$ cat config.mk
export PLATFORM = sky130hd
export DESIGN_NAME = hexrec_loader
export DESIGN_NICKNAME = d
export VERILOG_FILES = /design/src/rtl/hexrec_pkg.sv /design/src/rtl/hexrec_charclass.sv /design/src/rtl/hexrec_nibacc.sv /design/src/rtl/hexrec_seq.sv /design/src/rtl/hexrec_loader.sv
export SDC_FILE = /design/constraint.sdc
export NUM_CORES = 1
export LEC_CHECK = 0
export ABC_AREA = 1
export BUFFER_PORTS_ARGS = -buffer_cell sky130_fd_sc_hd__buf_2
export CORE_MARGIN = 2
export CORE_UTILIZATION = 45
export CTS_BUF_LIST = sky130_fd_sc_hd__clkbuf_8
export DETAILED_ROUTE_END_ITERATION = 10
export GPL_TIMING_DRIVEN = 0
export HOLD_SLACK_MARGIN = 0.12
export PLACE_DENSITY = 0.69
export RECOVER_POWER = 25
export SYNTH_ARGS = -nofsm -noshare
export SYNTH_HDL_FRONTEND = slang
export SYNTH_SLANG_ARGS = --single-unit
export TNS_END_PERCENT = 20
$ cat constraint.sdc
create_clock -name clk -period 2.68 [get_ports clk]
set_input_delay 0.268 -clock clk [delete_from_list [all_inputs] [get_ports clk]]
set_output_delay 0.268 -clock clk [all_outputs]
set_load 0.005 [all_outputs]
$ cat src/rtl/hexrec_pkg.sv
package hexrec_pkg;

  typedef enum logic [2:0] {
    CK_HEX,
    CK_GAP,
    CK_SPACE,
    CK_LF,
    CK_CR,
    CK_OTHER
  } chkind_t;

  typedef enum logic [3:0] {
    S_ADDR,
    S_CNT,
    S_HCMT,
    S_DHI,
    S_DLO,
    S_DSP,
    S_WR,
    S_DCMT,
    S_DROP
  } pstate_t;

  localparam logic [7:0] ASC_SPACE = 8'h20;
  localparam logic [7:0] ASC_LF    = 8'h0A;
  localparam logic [7:0] ASC_CR    = 8'h0D;
  localparam logic [7:0] ASC_ZERO  = 8'h30;
  localparam logic [7:0] ASC_BIGF  = 8'h46;

endpackage

$ cat src/rtl/hexrec_charclass.sv
module hexrec_charclass
  import hexrec_pkg::*;
#(
  parameter int LUT_N = 32
) (
  input  logic [7:0] ch,
  output chkind_t    kind,
  output logic [3:0] nib
);
  // Each entry is {invalid, value}, indexed by (char - '0').
  function automatic logic [4:0] lut_entry(input int idx);
    if (idx < 10)      return {1'b0, 4'(idx)};
    else if (idx < 17) return 5'h10;
    else if (idx < 23) return {1'b0, 4'(idx - 7)};
    else               return 5'h10;
  endfunction

  logic [4:0] lut [LUT_N];

  for (genvar g = 0; g < LUT_N; g++) begin : g_lut
    assign lut[g] = lut_entry(g);
  end

  logic       in_rng;
  logic [4:0] idx;
  logic [4:0] ent;

  assign in_rng = (ch >= ASC_ZERO) && (ch <= ASC_BIGF);
  assign idx    = ch[4:0] - 5'h10;
  assign ent    = lut[idx];

  always_comb begin
    nib = ent[3:0];
    if (in_rng) begin
      kind = ent[4] ? CK_GAP : CK_HEX;
    end else begin
      case (ch)
        ASC_SPACE: kind = CK_SPACE;
        ASC_LF:    kind = CK_LF;
        ASC_CR:    kind = CK_CR;
        default:   kind = CK_OTHER;
      endcase
    end
  end

endmodule

$ cat src/rtl/hexrec_nibacc.sv
module hexrec_nibacc #(
  parameter int W = 16
) (
  input  logic         clk,
  input  logic         rst,
  input  logic         first,
  input  logic         shl,
  input  logic         bump,
  input  logic         drop,
  input  logic [3:0]   nib,
  output logic [W-1:0] val
);
  always_ff @(posedge clk) begin
    if (rst)        val <= '0;
    else if (first) val <= W'(nib);
    else if (shl)   val <= (val << 4) | W'(nib);
    else if (bump)  val <= val + W'(1);
    else if (drop)  val <= val - W'(1);
  end
endmodule

$ cat src/rtl/hexrec_seq.sv
module hexrec_seq
  import hexrec_pkg::*;
#(
  parameter int ADDR_W = 16,
  parameter int DATA_W = 8,
  parameter int CNT_W  = 8
) (
  input  logic              clk,
  input  logic              rst,
  input  logic              ch_valid,
  input  chkind_t           kind,
  input  logic [3:0]        nib,
  output logic              ch_ready,
  output logic              wr_en,
  output logic [ADDR_W-1:0] wr_addr,
  output logic [DATA_W-1:0] wr_data,
  output logic              rec_done,
  output logic              err
);
  localparam int ADDR_DIGITS = ADDR_W / 4;
  localparam int DIG_W       = $clog2(ADDR_DIGITS + 1);

  pstate_t          st, st_n;
  logic [DIG_W-1:0] dig, dig_n;
  logic             take, bad;
  logic             a_first, a_shl, a_bump;
  logic             c_first, c_shl, c_drop;
  logic             b_first, b_shl;
  logic             wr_n, done_n, set_err;
  logic [ADDR_W-1:0] a_val;
  logic [CNT_W-1:0]  c_val;
  logic [DATA_W-1:0] b_val;

  hexrec_nibacc #(.W(ADDR_W)) u_addr (
    .clk(clk), .rst(rst), .first(a_first), .shl(a_shl), .bump(a_bump),
    .drop(1'b0), .nib(nib), .val(a_val)
  );

  hexrec_nibacc #(.W(CNT_W)) u_cnt (
    .clk(clk), .rst(rst), .first(c_first), .shl(c_shl), .bump(1'b0),
    .drop(c_drop), .nib(nib), .val(c_val)
  );

  hexrec_nibacc #(.W(DATA_W)) u_byte (
    .clk(clk), .rst(rst), .first(b_first), .shl(b_shl), .bump(1'b0),
    .drop(1'b0), .nib(nib), .val(b_val)
  );

  assign ch_ready = (st != S_WR);
  assign take     = ch_valid && ch_ready;

  always_comb begin
    st_n    = st;
    dig_n   = dig;
    bad     = 1'b0;
    a_first = 1'b0; a_shl = 1'b0; a_bump = 1'b0;
    c_first = 1'b0; c_shl = 1'b0; c_drop = 1'b0;
    b_first = 1'b0; b_shl = 1'b0;
    wr_n    = 1'b0;
    done_n  = 1'b0;
    set_err = 1'b0;

    if (st == S_WR) begin
      a_bump = 1'b1;
      c_drop = 1'b1;
      st_n   = (c_val == CNT_W'(1)) ? S_DCMT : S_DHI;
    end else if (take && kind != CK_CR) begin
      case (st)
        S_ADDR: begin
          if (kind == CK_HEX) begin
            if (dig == DIG_W'(ADDR_DIGITS)) begin
              bad = 1'b1;
            end else begin
              a_first = (dig == '0);
              a_shl   = (dig != '0);
              dig_n   = dig + DIG_W'(1);
            end
          end else if (kind == CK_SPACE && dig == DIG_W'(ADDR_DIGITS)) begin
            st_n  = S_CNT;
            dig_n = '0;
          end else if (kind == CK_LF && dig == '0) begin
            st_n = S_ADDR;
          end else begin
            bad = 1'b1;
          end
        end
        S_CNT: begin
          if (kind == CK_HEX) begin
            c_first = (dig == '0);
            c_shl   = (dig != '0);
            dig_n   = DIG_W'(1);
          end else if (kind == CK_SPACE && dig != '0) begin
            st_n = S_HCMT;
          end else begin
            bad = 1'b1;
          end
        end
        S_HCMT: begin
          if (kind == CK_LF) begin
            dig_n = '0;
            if (c_val == '0) begin
              done_n = 1'b1;
              st_n   = S_ADDR;
            end else begin
              st_n = S_DHI;
            end
          end
        end
        S_DHI: begin
          if (kind == CK_HEX) begin
            b_first = 1'b1;
            st_n    = S_DLO;
          end else begin
            bad = 1'b1;
          end
        end
        S_DLO: begin
          if (kind == CK_HEX) begin
            b_shl = 1'b1;
            st_n  = S_DSP;
          end else begin
            bad = 1'b1;
          end
        end
        S_DSP: begin
          if (kind == CK_SPACE) begin
            wr_n = 1'b1;
            st_n = S_WR;
          end else begin
            bad = 1'b1;
          end
        end
        S_DCMT: begin
          if (kind == CK_LF) begin
            done_n = 1'b1;
            st_n   = S_ADDR;
            dig_n  = '0;
          end
        end
        S_DROP: begin
          if (kind == CK_LF) begin
            st_n  = S_ADDR;
            dig_n = '0;
          end
        end
        default: st_n = S_DROP;
      endcase

      if (bad) begin
        set_err = 1'b1;
        dig_n   = '0;
        st_n    = (kind == CK_LF) ? S_ADDR : S_DROP;
      end
    end
  end

  always_ff @(posedge clk) begin
    if (rst) begin
      st       <= S_ADDR;
      dig      <= '0;
      wr_en    <= 1'b0;
      wr_addr  <= '0;
      wr_data  <= '0;
      rec_done <= 1'b0;
      err      <= 1'b0;
    end else begin
      st       <= st_n;
      dig      <= dig_n;
      wr_en    <= wr_n;
      rec_done <= done_n;
      err      <= err | set_err;
      if (wr_n) begin
        wr_addr <= a_val;
        wr_data <= b_val;
      end
    end
  end

endmodule

$ cat src/rtl/hexrec_loader.sv
module hexrec_loader
  import hexrec_pkg::*;
#(
  parameter int ADDR_W = 16,
  parameter int DATA_W = 8,
  parameter int CNT_W  = 8
) (
  input  logic              clk,
  input  logic              rst,
  input  logic              ch_valid,
  input  logic [7:0]        ch_data,
  output logic              ch_ready,
  output logic              wr_en,
  output logic [ADDR_W-1:0] wr_addr,
  output logic [DATA_W-1:0] wr_data,
  output logic              rec_done,
  output logic              err
);
  chkind_t    kind;
  logic [3:0] nib;

  hexrec_charclass #(.LUT_N(32)) u_cls (
    .ch(ch_data), .kind(kind), .nib(nib)
  );

  hexrec_seq #(.ADDR_W(ADDR_W), .DATA_W(DATA_W), .CNT_W(CNT_W)) u_seq (
    .clk(clk), .rst(rst), .ch_valid(ch_valid), .kind(kind), .nib(nib),
    .ch_ready(ch_ready), .wr_en(wr_en), .wr_addr(wr_addr), .wr_data(wr_data),
    .rec_done(rec_done), .err(err)
  );

endmodule

; After elaboration in Yosys (flattened, before gate mapping)
; Memories as Yosys holds them, arrays and structs flattened.
; Cells that the tools add are included.
[classes]
n_addsub = 4
n_mul = 0
n_div = 0
order_cmp = 3
eq_ne = 30
shifts = 0
muxes = 85
bitwise = 7
n_reduce_logical = 27
[ops]
columns = cell, count
row1 = $mux 4, 18
row2 = $mux 1, 47
row3 = $mux 16, 2
row4 = $ne 4x1->1 const B, 7
row5 = $pmux 4 s7, 1
row6 = $mux 3, 8
row7 = $pmux 3 s3, 2
row8 = $add 16x1->16 const B, 1
row9 = $eq 4x3->1 const B, 4
row10 = $eq 8x4->1 const B, 2
row11 = $mux 8, 2
row12 = $or 16x4->16, 1
row13 = $or 8x4->8, 2
row14 = $ne 4x3->1 const B, 3
row15 = $mux 5, 2
row16 = $reduce_and 10->1, 1
row17 = $reduce_or 2->1, 5
row18 = $reduce_bool 3->1, 3
row19 = $eq 4x2->1 const B, 2
row20 = $eq 8x1->1 const B, 1
row21 = $eq 8x6->1 const B, 1
row22 = $ge 8x6->1 const B, 1
row23 = $le 8x7->1 const B, 1
row24 = $logic_not 8->1, 1
row25 = other kinds (25), 38
[word_totals]
reg_bits = 66
latch_bits = 0
ramBits = 0
romBits = 160
in_bits = 11
output_inout_bits = 28
elab_cells = 170
n_memories = 1
[mem_list]
columns = name, words, width, rd, rd_clocked_by_memory_dff, wr, line_no
row1 = (name not given), 32, 5, 1, 0, 0, hexrec_charclass.sv:30  ; assign ent = lut[idx];

; Logic depth before layout (Yosys ltp)
[depth]
word_depth = 19
ltp_mapped = 17
mapped_depth_nobuf = 17

; Modules after synthesis
; A second synthesis with hierarchy kept.
[unflattened]
cells_unflattened = 844
area_unflattened_um2 = 5293.8
[by_module_without_submodules]
columns = module, instances, cells_per_inst, area_per_inst_um2, seq_area_each_um2
row1 = hexrec_seq, 1, 271, 1804.2, 680.7
row2 = hexrec_nibacc at u_seq.u_addr, 1, 286, 1682.9, 320.3
row3 = hexrec_nibacc at u_seq.u_byte ..., 2, 113, 744.5, 160.2
row4 = hexrec_charclass, 1, 61, 317.8, 0.0

; Worst setup path after synthesis
; OpenSTA, ideal clock, no wires.
[synth_timing]
kind = register -> register
start = register u_seq.u_addr.val[1]
end = register u_seq.u_addr.val[14]
setup_ns = 0.109
t_arrival_ns = 1.664
required_ns = 2.571
slack_ns = 0.907
stages_incl_launch_ff = 13
n_path_buf = 0
period_less_slack_ns = 1.773
path_cell_list = dfxtp_1 -> ha_1 -> nand4_1 -> or2_2 -> nor2_2 -> nand3_1 -> nor2_1 -> nand2_1 -> xor2_1 -> nand2_1 -> nand3_1 -> nand2_1 -> inv_1
[synth_via]
elab_chain_len = 3
[synth_lines]
columns = element, line_no
row1 = "start, declared", hexrec_nibacc.sv:11  ; output logic [W-1:0] val
row2 = "start signal, assigned", hexrec_nibacc.sv:15  ; else if (first) val <= W'(nib);
row3 = "start signal, assigned", hexrec_nibacc.sv:16  ; else if (shl) val <= (val << 4) | W'(nib);
row4 = "start signal, assigned", hexrec_nibacc.sv:17  ; else if (bump) val <= val + W'(1);
row5 = $add 16x1->16, hexrec_nibacc.sv:17
row6 = $mux 16, hexrec_nibacc.sv:17
row7 = $mux 16, hexrec_nibacc.sv:16
; No other way between the ends. The select of a mux whose other input is x is not followed.
; A chain may end at the register's enable or synchronous reset.

; Worst setup path in the final report
[layout_timing]
start = register u_seq.st[3]
end = output port ch_ready
[layout_via]
elab_chain_len = 1
[layout_lines]
columns = element, line_no
row1 = "start, declared", hexrec_seq.sv:23  ; pstate_t st, st_n;
row2 = "start signal, assigned", hexrec_seq.sv:167  ; st <= st_n;
row3 = $ne 4x3->1, hexrec_seq.sv:49  ; assign ch_ready = (st != S_WR);
row4 = "end, declared", hexrec_loader.sv:12  ; output logic ch_ready,
; No other way between the ends.

==> impl_metrics.csv <==
group,metric,value,unit
placement,io_buffers,35,
drt,drt-total-wl,9790,um
drt,drtIter0Drc,215,
worst_setup_path,crit_type,"reg -> out",
logic_synthesis,synth.cell_area,0.00384,sq mm
cts,cts_num_sinks,66,
cts,numCtsBuffers,9,
global_route,grt_pass1_wl,16400,um
sta,skew,0.0134,ns
cts,post_cts_buffers,0,
worst_setup_path,worstSetupEndpointType,"output pin",
finish,nets,622,
cts,cts.htree.levels,3,
power_and_ir_drop,p_per_area,713,mW/mm^2
logic_synthesis,syn_area_per_cell,6.93,sq um
power_and_ir_drop,pwr-share-clk,27.8,%
logic_synthesis,yosysUniqueCellTypes,44,
sta,final_hold_viol_count,0,
drt,ant_nets,0,
sta,drv_slew,0,
sta,fmaxAchievable,454,MHz
cts,cts_buffer_depth,2,
cts,path_clk_slew,0.08,ns
sta,layout_setup_ws,0.476,ns
worst_setup_path,critical_path.top_delay_family,"buffers and inverters",
drt,drc,0,
logic_synthesis,synth_warnings,0,
outcome,status,"completed",
global_route,antenna_found_initial,0,
global_route,grt_usage,22.6,%
worst_setup_path,cp.required,2.41,ns
sta,setup_viol,0,
power_and_ir_drop,p_leak,1.95,nW
die,io_pins,39,
worst_setup_path,path_cells,"inv_2 > nand2_4 > inv_2 > nand3_2 > buf_2 > buf_1 > buf_2",
worst_setup_path,slowest_stage,"buf_1",
die,initial_utilization,46.5,%
placement,hpwlAfterDp,7510,um
drt,firstDrtPassIters,4,
cts,hold_buffers,0,
sta,rsz0062_at_grt,"no",
worst_setup_path,slowest_delay,0.49,ns
worst_setup_path,arrival,1.94,ns
logic_synthesis,synth_seq_cells,66,
sta,relSlewSlack,50.7,%
worst_setup_path,crit_buf_inv,5,
cts,cts_resized,0,
drt,vias,3793,
die,die_area,0.00930,sq mm
cts,clockRootBuffer,"clkbuf_8",
finish,mostFrequentLayoutCell,"nand2_1",
drt,wl_per_cell,13.8,um
cts,worst_skew_pair.late_latency,0.35,ns
power_and_ir_drop,power.switching,0.00124,W
die,core,0.00826,sq mm
worst_setup_path,crit_path_start_kind,"flip-flop",
placement,place.gp.congestion,0.897,
power_and_ir_drop,switching_share,40.3,%
cts,cts_tree,"yes",
sta,fin_tns_setup,0,ns
power_and_ir_drop,intPower,0.00184,W
sta,fin_crit,2.20,ns
sta,worst_pin_slew,0.731,ns
die,placementRows,33,
logic_synthesis,synth-edff-count,0,
global_route,grt_pass1_vias,3560,
logic_synthesis,ys_seq_area_share,34.4,%
power_and_ir_drop,seqPwrFrac,36.0,%
drt,via_per_inst,5.33,
logic_synthesis,synth_flop_cell,"dfxtp_1",
power_and_ir_drop,combPwrFrac,36.2,%
finish,fillCellCount,869,
logic_synthesis,syn_inst,555,
global_route,gr-total-overflow,0,
power_and_ir_drop,worst_ir_drop_vdd,0.000257,V
finish,diodes,0,
worst_setup_path,crit_fanout,10,
sta,min_period_over_period,82.2,%
placement,place_ws,0.569,ns
global_route,grt_max_degree,14,
finish,mostFrequentLayoutCells,"nand2_1, dfxtp_1, nor2_1",
logic_synthesis,syn_nets,576,
die,fp.dieH,96.4,um
hold_path,hold_path_class,"in -> reg",
finish,synthToLayoutAreaGrowth,12.6,%
die,die_w,96.4,um
logic_synthesis,async_reset_ff_share,0,%
run,cap_violations,0,
finish,final_layout_size_suffix_gt1_share,16.7,%
-- power by group through the flow --
stage          Clock, W  Sequential (W)  Combinational (W)
6_report       0.000859         0.00111            0.00112
5_1_grt        0.000921         0.00112            0.00126
4_1_cts        0.000862         0.00111            0.00111
3_5_place_dp          0         0.00113            0.00111
3_3_place_gp          0         0.00113            0.00108
2_1_floorplan         0         0.00112           0.000894
-- cell type report --
cell class	instances	area (sq um)	area share (%)
Timing Repair Buffer	35	151	3.50
Clock inverter	7	77.6	1.79
Clock buffer	9	124	2.86
Sequential cell	66	1320	30.5
Multi-Input combinational cell	392	2110	48.9
Inverter	76	290	6.71
Buffer	21	118	2.72
Tap cell	105	131	3.04
-- tightest hold or removal path, cell delays in order --
cell     delay, ns
buf_2         0.10
o21ai_2       0.09
nor2_4        0.07
inv_2         0.09
nor4_1        0.07
-- final timing paths --
kind | to | cells after the start | slack [ns] | start
setup / recovery | ch_ready | 7 | 0.48 | u_seq.st[3]$_SDFFE_PP0P_
hold / removal | u_seq.rec_done$_SDFF_PP0_ | 5 | 0.38 | ch_valid
setup reg to reg | u_seq.dig[1]$_SDFFE_PP0P_ | 17 | 0.51 | u_seq.dig[0]$_SDFFE_PP0P_
hold reg to reg | u_seq.wr_data[0]$_SDFFE_PP0P_ | 2 | 0.48 | u_seq.u_byte.val[0]$_SDFFE_PP0P_
-- registers in the layout, indices dropped and copies added (netlist names) --
register and cells:
u_seq.u_addr.val 16, u_seq.wr_addr 16, u_seq.u_byte.val 8, u_seq.u_cnt.val 8, u_seq.wr_data 8, u_seq.st 4
u_seq.dig 3, u_seq.err 1, u_seq.rec_done 1, u_seq.wr_en 1
-- per-stage QoR --
| step | hold WS, ns | total power, W | std cells | cell area (sq um) | utilization (%) |
|---|---|---|---|---|---|
| after floorplan | 0.450 | 0.00201 | 555 | 3840 | - |
| after global placement | 0.471 | 0.00221 | 695 | 4150 | 50.3 |
| after detailed placement | 0.478 | 0.00224 | 695 | 4150 | 50.3 |
| after CTS | 0.385 | 0.00308 | 711 | 4350 | 52.7 |
| after global routing | 0.411 | 0.00330 | 711 | 4330 | 52.4 |
| final | 0.384 | 0.00309 | 711 | 4330 | 52.4 |
-- cells in the mapped netlist (5+ instances only) --
cell type  number  area, sq um
xor2_1         11         96.3
buf_2           7         35.0
nand2_1        90          338
o21ai_1        23          115
ha_1           10          125
nor3_1         12         60.1
inv_2          16         60.1
nand3_1        25          125
o21ai_0        30          150
nand2_2         8         50.1
dfxtp_1        66         1320
a31oi_1         5         31.3
o22ai_1         7         43.8
nor2_2         10         62.6
inv_1          58          218
nor2_1         65          244
a21oi_1        42          210
nand4_1        13         81.3
clkbuf_1        7         26.3
-- logic make-up (layout without fill, tap and decap cells) --
group                    Yosys count  after routing  synth area share (%)
XOR/XNOR                          12             12                  2.73
AND/OR/NAND/NOR                  245            245                  30.6
adder cells (fa/ha/maj)           10             10                  3.26
buffers and inverters             97            148                  10.6
AO/OA/AOI/OAI                    125            125                  18.4
flip-flops                        66             66                  34.4
-- layer usage --
metal	wire length, um	vias up	global-route usage [%]
met5	0	-	0
met4	193	0	8.22
met3	437	21	4.11
met2	4620	108	37.8
met1	4540	1744	29.0
li1	-	1920	-
Note: power is estimated with default switching activity, not from simulation.
